### src/rtl/cstg_pkg.sv
package cstg_pkg;

  // option word, most significant field first
  typedef struct packed {
    logic       autoBi;
    logic       extAck;
    logic [3:0] waits;
    logic       extHold;
    logic       relaxed;
    logic       earlyNeg;
    logic [1:0] csDly;
  } optCfg_t;

  localparam int OPT_W = $bits(optCfg_t);

  // strobes from control to datapath, valid for the next tick
  typedef struct packed {
    logic capture;
    logic miss;
    logic busy;
    logic csOn;
    logic oeWin;
    logic ta;
  } ctlStb_t;

  function automatic logic [4:0] firstClk(optCfg_t c, logic hold);
    return 5'(c.relaxed) + 5'd1 + 5'(hold);
  endfunction

  function automatic logic [4:0] lastClk(optCfg_t c, logic hold);
    return firstClk(c, hold) + 5'(c.waits);
  endfunction

  function automatic logic [2:0] csOffset(optCfg_t c);
    logic [2:0] q;
    q = (c.csDly == 2'd0) ? 3'd0 : (c.csDly == 2'd1) ? 3'd1 : 3'd2;
    return {c.relaxed, 2'b00} + q;
  endfunction

endpackage

### src/rtl/cstg_ctrl.sv
module cstg_ctrl
  import cstg_pkg::*;
#(
  parameter int TICK_W = 10
) (
  input  logic    clk,
  input  logic    rst,
  input  logic    reqStart,
  input  logic    hit,
  input  logic    periphAck,
  input  optCfg_t cfgIn,
  input  logic    holdIn,
  output ctlStb_t stb
);
  localparam int CLK_W = TICK_W - 2;

  logic [1:0]        phaseQ;
  logic              busyQ, finalQ, holdQ;
  logic [TICK_W-1:0] tickQ, nt;
  optCfg_t           cfgQ, useCfg;
  logic              useHold;
  logic [CLK_W-1:0]  curClk, ntClk;
  logic              lastTick, slot, accept, ackHit, nextBusy, isFinal, active;

  assign curClk = tickQ[TICK_W-1:2];

  always_comb begin
    lastTick = busyQ && (tickQ[1:0] == 2'd3) &&
               (cfgQ.extAck ? finalQ : (curClk == CLK_W'(lastClk(cfgQ, holdQ))));
    slot     = reqStart && (phaseQ == 2'd0) && (!busyQ || lastTick);
    accept   = slot && hit;
    useCfg   = accept ? cfgIn : cfgQ;
    useHold  = accept ? holdIn : holdQ;
    ackHit   = busyQ && !finalQ && cfgQ.extAck && (tickQ[1:0] == 2'd1) &&
               (curClk >= CLK_W'(firstClk(cfgQ, holdQ))) && periphAck;
    nextBusy = accept || (busyQ && !lastTick);
    nt       = accept ? '0 : tickQ + TICK_W'(1);
    ntClk    = nt[TICK_W-1:2];
    isFinal  = useCfg.extAck ? (!accept && (finalQ || ackHit))
                             : (ntClk == CLK_W'(lastClk(useCfg, useHold)));
    active   = nt >= TICK_W'(csOffset(useCfg));

    stb.capture = accept;
    stb.miss    = slot && !hit;
    stb.busy    = nextBusy;
    stb.oeWin   = nextBusy && active;
    stb.csOn    = nextBusy && active &&
                  !(useCfg.earlyNeg && isFinal && nt[1]);
    stb.ta      = nextBusy && !useCfg.extAck && isFinal;
  end

  always_ff @(posedge clk) begin
    if (rst) begin
      phaseQ <= '0;
      busyQ  <= 1'b0;
      tickQ  <= '0;
      finalQ <= 1'b0;
      holdQ  <= 1'b0;
      cfgQ   <= '0;
    end else begin
      phaseQ <= phaseQ + 2'd1;
      busyQ  <= nextBusy;
      if (nextBusy) tickQ <= nt;
      if (accept) begin
        finalQ <= 1'b0;
        cfgQ   <= cfgIn;
        holdQ  <= holdIn;
      end else if (ackHit) begin
        finalQ <= 1'b1;
      end
    end
  end

  // the tick count of a running access stays locked to the bus phase
  p_tick_phase_r2: assert property (@(posedge clk) disable iff (rst)
    busyQ |-> (tickQ[1:0] + 2'd1 == phaseQ));

endmodule

### src/rtl/cstg_dp.sv
module cstg_dp
  import cstg_pkg::*;
#(
  parameter int ADDR_W = 16,
  parameter int SZ_W   = $clog2(ADDR_W + 1)
) (
  input  logic              clk,
  input  logic              rst,
  input  logic [ADDR_W-1:0] busAddr,
  input  logic [ADDR_W-1:0] baseReg,
  input  logic [SZ_W-1:0]   sizeLog2,
  input  logic              rdWr,
  input  logic              autoBiIn,
  input  logic              extHoldIn,
  input  ctlStb_t           stb,
  output logic              hit,
  output logic              holdIn,
  output logic              csN,
  output logic              oeN,
  output logic              weN,
  output logic              rwOut,
  output logic              taOut,
  output logic              biOut
);
  logic [ADDR_W-1:0] diff;
  logic firstQ, rdQ, biQ, rdEff, biEff;

  assign diff   = busAddr ^ baseReg;
  assign hit    = (diff >> sizeLog2) == '0;
  assign holdIn = extHoldIn && firstQ;
  assign rdEff  = stb.capture ? rdWr : rdQ;
  assign biEff  = stb.capture ? autoBiIn : biQ;

  always_ff @(posedge clk) begin
    if (rst) begin
      firstQ <= 1'b1;
      rdQ    <= 1'b1;
      biQ    <= 1'b0;
      csN    <= 1'b1;
      oeN    <= 1'b1;
      weN    <= 1'b1;
      rwOut  <= 1'b1;
      taOut  <= 1'b0;
      biOut  <= 1'b0;
    end else begin
      if (stb.capture)   firstQ <= 1'b0;
      else if (stb.miss) firstQ <= 1'b1;
      if (stb.capture) begin
        rdQ <= rdWr;
        biQ <= autoBiIn;
      end
      csN   <= ~stb.csOn;
      oeN   <= ~(stb.oeWin && rdEff);
      weN   <= ~(stb.csOn && !rdEff);
      rwOut <= stb.busy ? rdEff : 1'b1;
      taOut <= stb.ta;
      biOut <= stb.busy && biEff;
    end
  end

  // read and write enables never overlap
  p_oe_we_excl_r9: assert property (@(posedge clk) disable iff (rst)
    oeN || weN);

  // write enable is only ever low under chip select
  p_we_in_cs_r5: assert property (@(posedge clk) disable iff (rst)
    !weN |-> !csN);

  // acknowledge holds once raised, and lasts a full bus clock
  p_ta_hold_r7: assert property (@(posedge clk) disable iff (rst)
    $rose(taOut) |=> taOut);

  p_ta_width_r7: assert property (@(posedge clk) disable iff (rst)
    $fell(taOut) |-> $past(taOut, 4));

endmodule

### src/rtl/cs_timing_gen.sv
module cs_timing_gen
  import cstg_pkg::*;
#(
  parameter int ADDR_W = 16,
  parameter int SZ_W   = $clog2(ADDR_W + 1),
  parameter int TICK_W = 10
) (
  input  logic              clk,
  input  logic              rst,
  input  logic              reqStart,
  input  logic [ADDR_W-1:0] busAddr,
  input  logic              rdWr,
  input  logic              periphAck,
  input  logic [ADDR_W-1:0] baseReg,
  input  logic [SZ_W-1:0]   sizeLog2,
  input  logic [10:0]       optReg,
  output logic              csN,
  output logic              oeN,
  output logic              weN,
  output logic              rwOut,
  output logic              taOut,
  output logic              burstInhOut
);
  optCfg_t cfgIn;
  ctlStb_t stb;
  logic    hit, holdIn;

  assign cfgIn = optCfg_t'(optReg);

  cstg_ctrl #(.TICK_W(TICK_W)) uCtrl (
    .clk(clk), .rst(rst), .reqStart(reqStart), .hit(hit),
    .periphAck(periphAck), .cfgIn(cfgIn), .holdIn(holdIn), .stb(stb)
  );

  cstg_dp #(.ADDR_W(ADDR_W), .SZ_W(SZ_W)) uDp (
    .clk(clk), .rst(rst), .busAddr(busAddr), .baseReg(baseReg),
    .sizeLog2(sizeLog2), .rdWr(rdWr), .autoBiIn(cfgIn.autoBi),
    .extHoldIn(cfgIn.extHold), .stb(stb), .hit(hit), .holdIn(holdIn),
    .csN(csN), .oeN(oeN), .weN(weN), .rwOut(rwOut), .taOut(taOut),
    .biOut(burstInhOut)
  );

endmodule

### config.mk
export PLATFORM = sky130hd
export DESIGN_NAME = cs_timing_gen
export DESIGN_NICKNAME = d
export VERILOG_FILES = /design/src/rtl/cstg_pkg.sv /design/src/rtl/cstg_ctrl.sv /design/src/rtl/cstg_dp.sv /design/src/rtl/cs_timing_gen.sv
export SDC_FILE = /design/constraint.sdc
export NUM_CORES = 1
export LEC_CHECK = 0
export BUFFER_PORTS_ARGS = -buffer_cell sky130_fd_sc_hd__clkbuf_2
export CAP_MARGIN = 20
export CORE_UTILIZATION = 35
export CTS_CLUSTER_SIZE = 10
export DETAILED_ROUTE_END_ITERATION = 16
export PLACE_DENSITY = 0.63
export SLEW_MARGIN = 20
export SYNTH_ARGS = -nofsm -noshare
export SYNTH_HDL_FRONTEND = slang
export SYNTH_SLANG_ARGS = --single-unit
### constraint.sdc
create_clock -name clk -period 6.8 [get_ports clk]
set_clock_uncertainty 0.1 [all_clocks]
set_input_delay 1.36 -clock clk [delete_from_list [all_inputs] [get_ports clk]]
set_output_delay 1.36 -clock clk [all_outputs]
set_load 0.05 [all_outputs]
==> run_results.csv, run 1 <==
group,metric,value,unit
outcome,outcome,"finished, final reports clean",
placed_design,gp_congestion,0.853,
clocking,tritoncts,"built",
floorplanning,start_util,36.7,%
worst_setup_path,crit_type,"flop to flop",
sta,setup_ws,1.18,ns
yosys,synthTopCellsByArea,"dfxtp_1, xnor2_1, ha_1",
clocking,clk_path_buf_depth,2,
floorplanning,fp.dieW,87.1,microns
worst_setup_path,rr_worst_depth,19,
yosys,synthArstFlopShare,0,%
detailed_routing,wl_per_cell,13.2,microns
pwr,power.density,166,mW/mm^2
grt,grt_pass1_wl,10500,microns
flow_run,drv_cap,0,
yosys,ys_seq_elements,33,
yosys,synth_top_cell_area_share,26.1,%
yosys,synth-edff-count,0,
clocking,cts-root-buf,"clkbuf_8",
grt,grt_start_max_net_pins,25,
detailed_routing,totalWireLength,6020,microns
worst_setup_path,reg2reg_to,"uDp.weN",
floorplanning,dieArea,0.00758,sq mm
grt,grt_pass1_vias,2293,
detailed_routing,vias,2275,
detailed_routing,vias_per_cell,5.00,
yosys,syn_inst,304,
clocking,clk_pin_slew_worst_paths,0.07,ns
sta,setup_viol,0,
worst_setup_path,r2r_slack,1.18,ns
final_layout,final_common_cell,"clkbuf_2",
grt,grt_usage,17.7,%
sta,rsz0062_at_grt,"no",
hold_path,min_to,"uCtrl.phaseQ[0]",
hold_path,hp-start,"uCtrl.phaseQ[0]",
yosys,post-synth-top-area-cell,"dfxtp_1",
sta,fin_crit,5.62,ns
sta,max_freq,0.178,GHz
clocking,h-tree-depth,2,
sta,tightestPinTransition,0.697,ns
sta,holdWs,0.311,ns
sta,finalMaxSlewViolations,0,
placed_design,port_buffers,58,
yosys,syn_nets,375,
yosys,syn-mean-instance-area,8.33,sq um
pwr,p_leak,1.31,nW
worst_setup_path,crit_path_end_kind,"flop",
sta,finalCritPeriodShare,82.7,%
final_layout,mostFrequentLayoutCells,"clkbuf_2, nor2_1, dfxtp_1",
yosys,synth_warnings,0,
worst_setup_path,startpoint_type,"flop",
detailed_routing,drcViolationCount,0,
floorplanning,io_pins,59,
final_layout,regMostFlops,"uCtrl.tickQ",
final_layout,fillCellCount,736,
detailed_routing,first_pass_iters,4,
final_layout,reg_top3,"uCtrl.tickQ x10, uCtrl.cfgQ x9, uCtrl.phaseQ x2",
clocking,insertion_delay,0.29,ns
placed_design,dp_slack,1.19,ns
yosys,synth_area,0.00253,sq mm
yosys,synth-main-ff-cell,"dfxtp_1",
hold_path,hp-class,"flop to flop",
sta,hold_viol_final,0,
final_layout,layout.nets,429,
yosys,synth_cell_types,53,
final_layout,area_growth,17.7,%
hold_path,min_path_cells,1,
worst_setup_path,cp_max_fo,8,
final_layout,n_antenna_cell,0,
clocking,cts_resized,0,
final_layout,largest_reg_flops,10,
sta,max_slew_margin,53.5,%
clocking,cts_buffers,5,
grt,grt_overflow,0,
floorplanning,num_rows,30,
floorplanning,die_h,87.1,microns
worst_setup_path,worstReg2RegStart,"uCtrl.cfgQ[3]",
clocking,post_cts_buffers,0,
detailed_routing,drt_iter0_markers,115,
worst_setup_path,worstPathRequired,6.92,ns
clocking,cts_hold_buffers,0,
floorplanning,core_area,0.00691,sq mm
placed_design,dp_hpwl,4750,microns
sta,fin_setup_tns,0,ns
worst_setup_path,arrival,5.74,ns
final_layout,drive_above_1_share,23.4,%
grt,antenna_found_initial,0,
clocking,cts.sink_count,33,
detailed_routing,ant_nets,0,
pwr,ir_drop,109,uV
yosys,yosysSeqAreaShare,26.1,%
==> cell type report <==
cell class / instances / area [sq um] / area share, %
Timing Repair Buffer: 58 / 290 / 9.73
Tap cell: 96 / 120 / 4.03
Sequential cell: 33 / 661 / 22.1
Inverter: 27 / 101 / 3.40
Clock buffer: 7 / 96.3 / 3.23
Multi-Input combinational cell: 233 / 1710 / 57.3
Clock inverter: 1 / 5.00 / 0.168
==> where the power goes <==
part | switching [mW] | internal [mW] | total [mW] | leakage [nW]
sequential | 0.00499 | 0.200 | 0.205 | 0.268
clock | 0.0732 | 0.0915 | 0.165 | 0.0542
combinational | 0.0709 | 0.0535 | 0.124 | 0.983
total | 0.149 | 0.345 | 0.494 | 1.31
==> worst max-delay path: stages, from the launching register on <==
cell	delay, ns
dfxtp_1	0.33
inv_1	0.09
ha_1	0.29
inv_1	0.05
ha_1	0.20
fa_1	0.41
xnor2_1	0.24
xnor2_1	0.14
nor4_4	0.31
a31oi_4	0.20
a211oi_4	0.44
a21oi_1	0.12
a21oi_1	0.43
inv_1	0.15
fa_1	0.42
fa_1	0.50
or2_2	0.33
a2111oi_0	0.47
nand4_1	0.20
nand4_1	0.14
==> Yosys cell counts, drive strengths merged (2+ instances only) <==
cell type  count
nor2          37
dfxtp         33
xnor2         29
inv           27
nand2         19
a21oi         18
ha            15
mux2i         14
nand3         11
a211oi         9
o21ai          8
xor2           8
buf            7
nor3           7
a31oi          5
nand2b         5
and2           4
clkbuf         4
nand4          4
a2111oi        3
fa             3
nor2b          3
o211ai         3
o21bai         3
a21boi         2
a21o           2
mux2           2
nor4           2
o2111ai        2
or3            2
==> logic make-up (layout without fill, tap and decap cells) <==
kind of cell | after synthesis | after routing | synth area share, %
AND/OR/NAND/NOR | 98 | 98 | 19.0
AO/OA/AOI/OAI | 64 | 64 | 19.2
buffers and inverters | 38 | 93 | 6.47
XOR/XNOR | 37 | 37 | 12.8
flip-flops | 33 | 33 | 26.1
adder cells (fa/ha/maj) | 18 | 18 | 9.78
multiplexers | 16 | 16 | 6.72
==> stage by stage <==
step,instance area [sq um],util (%),instances,power [mW]
after detailed placement,2880,41.7,447,0.333
final,2980,43.2,455,0.494
after floorplan,2530,-,304,0.297
after global placement,2880,41.7,447,0.331
after global routing,2980,43.2,455,0.525
after CTS,2980,43.2,455,0.501
==> how the worst max path moves through the flow <==
stage / slack (ns) / endpoint / cells past startpoint / from
6_report: 1.18 / uDp.weN / 19 / uCtrl.cfgQ[3]
3_3_place_gp: 1.20 / uDp.weN / 15 / sizeLog2[0]
2_1_floorplan: 1.77 / uDp.weN / 15 / sizeLog2[1]
5_1_grt: 0.88 / uDp.weN / 19 / uCtrl.cfgQ[3]
3_5_place_dp: 1.19 / uDp.weN / 15 / sizeLog2[0]
4_1_cts: 1.19 / uDp.weN / 19 / uCtrl.cfgQ[3]
==> routing by layer <==
layer  share of wire [%]  up-vias  GRT usage, %
met4                 1.6        0          5.00
li1                    -     1154             -
met3                 5.2        9          3.98
met5                   0        -             0
met2                  47       57          29.7
met1                  46     1055          22.7
Note: power is estimated with default switching activity, not from simulation.
==> inputs of run 2 (changes only) <==
--- a/config.mk
+++ b/config.mk
@@ -10,7 +10,7 @@
 export CORE_UTILIZATION = 35
 export CTS_CLUSTER_SIZE = 10
 export DETAILED_ROUTE_END_ITERATION = 16
-export PLACE_DENSITY = 0.63
+export PLACE_DENSITY = 0.65
 export SLEW_MARGIN = 20
 export SYNTH_ARGS = -nofsm -noshare
 export SYNTH_HDL_FRONTEND = slang
==> constraint.sdc (replaced) <==
create_clock -name clk -period 5 [get_ports clk]
set_clock_uncertainty 0.1 [all_clocks]
set_input_delay 1 -clock clk [delete_from_list [all_inputs] [get_ports clk]]
set_output_delay 1 -clock clk [all_outputs]
set_load 0.05 [all_outputs]
==> run 2 against run 1 <==
  * Core utilization up 4.1 points
  * Cell count grew 4.8%
  * Sequential share of layout area fell by 1.9 points
  * Critical path type unchanged
  * Largest cell class unchanged
  * Largest power group unchanged
  * Highest routed layer unchanged
==> run_results.csv, run 2 (same netlist as run 1, synthesis figures left out) <==
group,metric,value,unit
worst_setup_path,worstPathRequired,5.13,ns
outcome,outcome,"finished, final reports clean",
worst_setup_path,reg2reg_to,"uDp.weN",
clocking,tritoncts,"built",
worst_setup_path,r2r_slack,0.14,ns
detailed_routing,vias_per_cell,5.01,
detailed_routing,drcViolationCount,0,
clocking,cts-root-buf,"clkbuf_8",
worst_setup_path,worstReg2RegStart,"uCtrl.cfgQ[3]",
floorplanning,dieArea,0.00758,sq mm
placed_design,dp_hpwl,5120,microns
clocking,h-tree-depth,2,
sta,setup_viol,0,
final_layout,drive_above_1_share,33.6,%
sta,hold_viol_final,0,
floorplanning,num_rows,30,
worst_setup_path,crit_path_end_kind,"flop",
detailed_routing,vias,2390,
final_layout,layout.nets,451,
final_layout,largest_reg_flops,10,
clocking,clk_pin_slew_worst_paths,0.08,ns
hold_path,min_to,"uCtrl.phaseQ[0]",
detailed_routing,drt_iter0_markers,101,
clocking,insertion_delay,0.29,ns
final_layout,n_antenna_cell,0,
worst_setup_path,rr_worst_depth,21,
hold_path,min_path_cells,1,
grt,grt_overflow,0,
final_layout,final_cells,477,
placed_design,port_buffers,58,
final_layout,regMostFlops,"uCtrl.tickQ",
floorplanning,die_h,87.1,microns
detailed_routing,ant_nets,0,
placed_design,gp_congestion,0.860,
pwr,power.density,213,mW/mm^2
final_layout,mostFrequentLayoutCells,"clkbuf_2, nor2_1, dfxtp_1",
worst_setup_path,arrival,4.99,ns
final_layout,final_common_cell,"clkbuf_2",
grt,antenna_found_initial,0,
sta,tightestPinTransition,0.653,ns
grt,grt_pass1_vias,2378,
grt,grt_pass1_wl,10700,microns
final_layout,post-route-util,47.3,%
sta,finalCritPeriodShare,97.2,%
pwr,p_leak,1.41,nW
clocking,cts_buffers,5,
final_layout,area_growth,29.0,%
detailed_routing,wl_per_cell,14.0,microns
worst_setup_path,crit_type,"flop to flop",
floorplanning,start_util,36.7,%
clocking,cts.sink_count,33,
pwr,ir_drop,99.9,uV
hold_path,hp-start,"uCtrl.phaseQ[0]",
sta,max_slew_margin,56.5,%
worst_setup_path,cp_max_fo,7,
worst_setup_path,startpoint_type,"flop",
sta,finalMaxSlewViolations,0,
sta,fin_crit,4.86,ns
final_layout,reg_top3,"uCtrl.tickQ x10, uCtrl.cfgQ x9, uCtrl.phaseQ x2",
grt,grt_usage,18.2,%
flow_run,drv_cap,0,
placed_design,place_inst,460,
grt,grt_start_max_net_pins,25,
floorplanning,io_pins,59,
floorplanning,core_area,0.00691,sq mm
detailed_routing,first_pass_iters,4,
detailed_routing,totalWireLength,6660,microns
clocking,clk_path_buf_depth,2,
sta,rsz0062_at_grt,"yes",
sta,max_freq,0.206,GHz
hold_path,hp-class,"flop to flop",
floorplanning,fp.dieW,87.1,microns
==> run 2: cell types whose count changed in the layout (fill, tap and decap cells not counted), sizes merged <==
cell,delta
clkinvlp,+1
clkinv,+1
clkbuf,-2
buf,+22
==> run 2: through the flow <==
| stage | power (mW) | TNS [ns] | area (sq um) | setup WS, ns | hold slack (ns) |
|---|---|---|---|---|---|
| 2_1_floorplan | 0.403 | 0 | 2530 | 0.163 | 0.286 |
| 3_3_place_gp | 0.466 | 0 | 2980 | 0.0344 | 0.298 |
| 3_5_place_dp | 0.470 | -0.157 | 2980 | -0.0590 | 0.307 |
| 4_1_cts | 0.678 | 0 | 3100 | 0.0511 | 0.322 |
| 5_1_grt | 0.735 | -0.0743 | 3270 | -0.0413 | 0.349 |
| 6_report | 0.698 | 0 | 3270 | 0.140 | 0.319 |
==> run 2: what timing repair did <==
action	4_1_cts	5_1_grt
setup buffers	3	6
setup endpoints to repair	3	4
pin swaps	3	15
gates resized for setup	4	27
hold buffers	0	0
==> run 2: cell type report <==
type / instances / area (sq um)
Tap cell: 96 / 120
Inverter: 27 / 106
Fill cell: 704 / 3640
Timing Repair Buffer: 80 / 463
Multi-Input combinational cell: 233 / 1830
Sequential cell: 33 / 663
Clock buffer: 5 / 68.8
Clock inverter: 3 / 17.5
==> run 2: where the power goes <==
part	total, mW	switching (mW)	internal (mW)
sequential	0.280	0.00761	0.272
combinational	0.213	0.111	0.101
clock	0.205	0.109	0.0961
total	0.698	0.228	0.470
==> run 2: critical path, stage by stage, from the launching register on <==
cell	delay (ns)
dfxtp_2	0.36
inv_4	0.05
ha_4	0.27
inv_4	0.04
ha_4	0.15
fa_2	0.55
xnor2_2	0.12
nand3_2	0.10
nor4_4	0.34
a31oi_4	0.16
a211oi_4	0.27
buf_4	0.15
and2_2	0.15
buf_6	0.15
a21oi_2	0.08
inv_2	0.07
fa_2	0.24
fa_2	0.46
or2_2	0.35
a2111oi_4	0.35
nand4_1	0.17
nand4_1	0.12
==> run 2: how the worst max path moves through the flow <==
stage | cells after the start | from | slack [ns] | end
after floorplan | 19 | uCtrl.cfgQ[3] | 0.16 | uDp.weN
after CTS | 21 | uCtrl.cfgQ[3] | 0.05 | uDp.weN
after detailed placement | 23 | uCtrl.cfgQ[3] | -0.06 | uDp.weN
final | 21 | uCtrl.cfgQ[3] | 0.14 | uDp.weN
after global routing | 21 | uCtrl.cfgQ[3] | -0.04 | uDp.weN
after global placement | 22 | uCtrl.cfgQ[3] | 0.03 | uDp.taOut
==> run 2: per-layer routing <==
layer	vias to the layer above	share of wire [%]	GRT usage, %
li1	1199	-	-
met1	1108	44	21.0
met2	71	50	33.1
met3	12	4.4	4.17
met4	0	2.1	6.21
met5	-	0	0
